`config.mk`:
```
export PLATFORM = sky130hd
export DESIGN_NAME = serial_crc_unit
export DESIGN_NICKNAME = d
export VERILOG_FILES = /design/src/rtl/serial_crc_unit.sv
export SDC_FILE = /design/constraint.sdc
export NUM_CORES = 1
export LEC_CHECK = 0
export BUFFER_PORTS_ARGS = -buffer_cell sky130_fd_sc_hd__buf_2
export CAP_MARGIN = 25
export CORE_MARGIN = 3
export CORE_UTILIZATION = 53
export DETAILED_ROUTE_END_ITERATION = 8
export PLACE_DENSITY_LB_ADDON = 0.2
export RECOVER_POWER = 25
export SLEW_MARGIN = 10
export SYNTH_ARGS = -nofsm -noshare
export SYNTH_HDL_FRONTEND = slang
export SYNTH_SLANG_ARGS = --single-unit
```
`constraint.sdc`:
```
create_clock -name clk_i -period 2.7 [get_ports clk_i]
set_input_delay 0.405 -clock clk_i [delete_from_list [all_inputs] [get_ports clk_i]]
set_output_delay 0.405 -clock clk_i [all_outputs]
set_load 0.005 [all_outputs]
```
`src/rtl/serial_crc_unit.sv`:
```
module serial_crc_unit #(
  parameter int unsigned          WIDTH     = 16,
  parameter logic [WIDTH-1:0]     POLY      = 16'h1021,
  parameter logic [WIDTH-1:0]     SEED      = 16'hFFFF,
  parameter bit                   ASYNC_RST = 1'b0
) (
  input  logic             clk_i,
  input  logic             rst_i,
  input  logic             en_i,
  input  logic             din_i,
  input  logic             flush_i,
  output logic             line_o,
  output logic             zero_o,
  output logic [WIDTH-1:0] crc_o
);

  localparam int unsigned RUN_W = $clog2(WIDTH + 1);

  logic [WIDTH-1:0] rem_q;
  logic [WIDTH-1:0] rem_d;
  logic [WIDTH-1:0] shifted;
  logic             feedback;

  assign shifted  = {rem_q[WIDTH-2:0], 1'b0};
  assign feedback = rem_q[WIDTH-1] ^ din_i;
  assign rem_d    = flush_i ? shifted : (feedback ? (shifted ^ POLY) : shifted);

  generate
    if (ASYNC_RST) begin : g_arst
      always_ff @(posedge clk_i or posedge rst_i) begin
        if (rst_i)     rem_q <= SEED;
        else if (en_i) rem_q <= rem_d;
      end
    end else begin : g_srst
      always_ff @(posedge clk_i) begin
        if (rst_i)     rem_q <= SEED;
        else if (en_i) rem_q <= rem_d;
      end
    end
  endgenerate

  assign crc_o  = rem_q;
  assign zero_o = (rem_q == '0);
  assign line_o = flush_i ? rem_q[WIDTH-1] : din_i;

  logic [RUN_W-1:0] flush_run;

  always_ff @(posedge clk_i) begin
    if (rst_i)
      flush_run <= '0;
    else if (en_i) begin
      if (!flush_i)
        flush_run <= '0;
      else if (flush_run != RUN_W'(WIDTH))
        flush_run <= flush_run + 1'b1;
    end
  end

  p_seed_after_reset_r1: assert property (@(posedge clk_i)
    $past(rst_i) |-> (crc_o == SEED));

  p_hold_when_idle_r2: assert property (@(posedge clk_i) disable iff (rst_i)
    !en_i |=> (crc_o == $past(crc_o)));

  p_zero_absorbs_zero_r3: assert property (@(posedge clk_i) disable iff (rst_i)
    (en_i && !flush_i && zero_o && !din_i) |=> zero_o);

  p_flush_step_r4: assert property (@(posedge clk_i) disable iff (rst_i)
    (en_i && flush_i) |=> (crc_o[WIDTH-1:1] == $past(crc_o[WIDTH-2:0])) && !crc_o[0]);

  p_flush_empties_r5: assert property (@(posedge clk_i) disable iff (rst_i)
    (flush_run == RUN_W'(WIDTH)) |-> zero_o);

endmodule

```
* Word-level counts from Yosys, hierarchy flattened
Index checks and enable logic that the tools add are counted.
Operators by class: add/sub/neg operators 0, multipliers 0, div/mod/pow operators 0, $lt $le $gt $ge 0, eq/ne operators 0, shift-type cells 0, mux-type cells 3, bitwise gates (word level) 2, reduce and logical (&&, ||, !) cells 1
Operators with widths (number):
- two-way mux 13 bit | 2
- zero test 16 bit | 1
- NOT 3 bit | 1
- two-way mux 1 bit | 1
- bitwise XOR 1 bit | 1
Word-level totals: bits in registers 16, bits in latches 0, bits in writable memories 0, memory bits (read-only) 0, input port bits 5, output and inout bits 18, logic and storage cells 7, memories kept 0

* Depth between registers and ports, before layout
depth after elaboration 3, mapped depth 5, mapped depth without buffers 3

* Worst setup path before layout
Ideal clock, no wire load.
path type register to output, start point register rem_q[15], in the netlist crc_o[15], end point output zero_o, arrival time 757 ps, required time 2295 ps, slack 1538 ps, cell stages (with the launch flop) 3, buffers on the path 0, cell sequence dfxtp_1 > nor4_1 > and4_1
On the way: word-level cells in the longest chain between the ends 1
Ends and longest elaborated chain:
- from (decl) | RTL line 19 | logic [WIDTH-1:0] rem_q;
- from (signal assigned) | RTL line 37 | else if (en_i) rem_q <= rem_d;
- zero test 16 bit | RTL line 43 | assign zero_o = (rem_q == '0);
- to (decl) | RTL line 13 | output logic zero_o,
No other way between the ends.

* Worst setup path in the final report
start point register rem_q[14], in the netlist crc_o[14], end point output zero_o
Same word-level chain as after synthesis.

==> results.md <==
- The flow ran to the end, and the final reports show no timing, DRC or antenna violations.
- The portion of total power attributed to sequential cells is 0.549.
- In this run, distinct cell masters in the synthesized netlist total 22.
- The aggregate global-route resource usage is 0.158.
- The leakage power figure is 0.331 nW.
- The element type at the critical path start is a register.
- The number of buffers and inverters on the critical path is 1.
- The clock tree buffer depth is 2.
- The internal power of the cells totals 0.000370 W.
- The wire-length estimate of the detail-placed layout is 965 microns.
- In the final layout, the share of cells above drive strength 1 is 0.308.
- From synthesis to final layout, the design area changed by 3.73%.
- The routed layout has 612 vias.
- The final layout contains routed wiring with a total length of 1380 microns.
- In this run the power spent charging and discharging nets is 0.000121 W.
- The gate count after technology mapping is 83.
- The peak ir drop on the vdd network is 0.348 mV.
- After detailed routing, the average wire length per cell comes to 13.0 microns.
- The final critical-path setup slack is 1.02 ns.
- The number of buffers inserted for hold repair after clock tree synthesis is 0.
- The transition time of the tightest slew-check pin is 1.05 ns.
- The met2 track demand over resource is 0.223.
- The first-pass GRT wire length is 2350 microns.
- For the worst setup path, the data required time is 2.30 ns.
- Each instance of the synthesized netlist takes up on average 9.71 sq um.
- In the global route stage, met3 resource usage came out at 0.0359.
- STA classifies the critical path endpoint as an output port.
- The number of flip-flops in the largest register is 16.
- The most area-hungry cell type in the Yosys netlist is dfxtp_1.
- Ranked by instance count, the synthesized netlist is headed by dfxtp_1, a211o_1, buf_4.
- The minimum hold slack is 0.367 ns.
- The largest single stage delay on the critical path is 0.34 ns.
- The number of remaining DRC errors is 0.
- For this configuration, the core starts out at a cell density of 0.590.
- Among all stages on the critical path, the largest delay is contributed by dfxtp_1.
- The dominant cell by count in the synthesized netlist is dfxtp_1.
- The count of buffers added by post-CTS timing repair for setup is 0.
- The synthesized area is 806 sq um.
- The congestion estimate from routability-driven global placement came to 0.655.
- After synthesis, the share of flip-flops with an asynchronous set or reset is 0.
- The data arrival time at the worst-slack endpoint is 1.28 ns.
- Timing analysis after detailed placement gives a worst setup slack of 1.32 ns.
- The clock period could shrink to 1.68 ns.
- Clock skew on the completed layout was measured at 0.00198 ns.
- Clock tree synthesis inserted a total of 3 buffers.
- Yosys attributes the largest share of cell area to dfxtp_1, a211o_1, buf_4.
- Derived from the worst setup path, the maximum achievable clock frequency is 594 MHz.
- The TritonCTS clock tree is yes.
- For this run, global-route usage on met1 was measured as 0.228.
- The clock drives 16 sinks.
- The most used routing layer is met1.
- The initialized floorplan defines 13 standard-cell rows.
- The number of buffers inserted by port buffering is 22.
- The die is 45.0 microns wide.
- The number of hold violations in the final report is 0.
- The summed negative setup slack over all endpoints is 0 ns.
- By startpoint and endpoint, the worst setup path is classified as register to output port.
- The final net count is 97.
- The number of nets in the synthesized netlist is 88.
- The placeable core region is 1370 sq um.
- The violation count after the first detailed-routing iteration is 7.
- The area share of the largest cell type after synthesis is 0.398.
- Counting flops and latches in the post-synthesis netlist gives 16.
- Setup violations remaining at the end of the flow were counted as 0.
- For this run, the number of Yosys warnings is 0.
- The ratio of routed vias to standard cells is 5.77.
- The cell family with the largest share of critical-path delay is simple AND/OR/NAND/NOR gates.
- The worst pin sits at a relative slew slack of 0.299.
- The first detailed-routing pass ran for 4 iterations.
- The number of global-route vias before repair is 528.
- Of the total power, the share spent switching nets is 0.246.
- Dividing the final minimum period by the clock period gives 0.623.
- In the synthesized netlist the dominant register cell turns out to be dfxtp_1.
- Yosys mapped a number of flops with a built-in enable equal to 0.
- The pin count of the biggest net entering global routing is 29.
- Setup repair after global routing left no endpoint under its margin.
- The register clock-pin slew on the reported worst setup and hold paths is 0.09 ns.
- The share of the Yosys chip area taken by registers is 0.398.
- The highest fanout seen on the critical path is 4.
- The number of max-slew violations in the final report came to 0.
- At the later pin of the worst-skew pair, clock insertion delay measures 0.28 ns.
- Traced cell by cell, the critical path runs through nor4_1, and4_1, buf_2.
- In this run the remaining antenna-violating nets after routing total 0.
- The share of total power dissipated in combinational logic is 0.138.
- The die footprint is 2020 sq um.
- In this run the number of H-tree levels came out at 1.
- The class of the most critical hold timing path is input pin to register.
- Measured along the y axis, the die boundary spans 45.0 microns.
- The share of total power dissipated in the clock network is 0.313.
- The number of max-cap violations is 0.
- The count of pins on the block boundary is 23.
- For this run the aggregate overflow at the end of global routing stands at 0.
- The cell sitting at the root of the clock tree is a clkbuf_4.
- The count of antenna diodes in the layout is 0.
- In this run, post-CTS repair resized a total of 0 instances.
- The initial antenna violation count is 0.
- In this run the power density over the cells is 587 nW/um^2.
==> through the flow <==
stage,utilization,instances,power [W],cell area [sq um]
finish,0.612,106,0.000490,836
global route,0.612,106,0.000521,836
CTS,0.613,106,0.000495,837
detailed placement,0.586,102,0.000343,801
global placement,0.586,102,0.000341,801
floorplan,-,83,0.000335,806
==> cell families after synthesis <==
logic type	Yosys count	share of synthesized area
AO/OA/AOI/OAI	19	0.197
XOR/XNOR	1	0.0202
buffers and inverters	19	0.171
flip-flops	16	0.398
multiplexers	1	0.0140
AND/OR/NAND/NOR	27	0.200
==> cells in the final DEF (no fill, tap or decap) <==
master and instances:
o32ai_1 2, clkbuf_8 1, clkbuf_4 3, mux2_2 1
a211o_1 13, a21oi_1 1, inv_2 1, a211oi_1 2
and4_1 1, and2_0 4, o31ai_1 1, nand2_1 2
dfxtp_1 16, xnor2_2 1, buf_2 21, nor2_1 2
nor4_1 6, nor2b_1 8, and2_1 1, nand2b_1 3
clkbuf_1 1
==> worst paths after layout <==
kind | to | depth (start not counted) | slack (ns) | from
worst min-delay path | crc_o[0] | 2 | 0.37 | flush_i
worst max-delay path | zero_o | 3 | 1.02 | crc_o[14]
worst max register to register | crc_o[12] | 3 | 1.66 | crc_o[15]
worst min register to register | crc_o[6] | 1 | 0.52 | crc_o[6]
==> per-layer routing <==
metal	wire, microns	vias to the layer above
li1	-	308
met3	74	2
met4	12	0
met1	657	286
met2	638	16
met5	0	-
==> area by class of cell <==
cell class,count,area (sq um)
repair buffers,22,109
multi-input cells,48,348
well taps,15,18.8
fillers,140,531
inverters,1,3.75
flip-flops and latches,16,320
clock buffers,4,36.3
==> power by group through the flow <==
stage	clock (W)	combinational, W	sequential [W]
final	0.000154	0.0000675	0.000269
after global routing	0.000173	0.0000758	0.000272
after CTS	0.000157	0.0000685	0.000269
after detailed placement	0	0.0000682	0.000275
after global placement	0	0.0000671	0.000274
after floorplan	0	0.0000642	0.000271
Note: power is estimated with default switching activity, not from simulation.
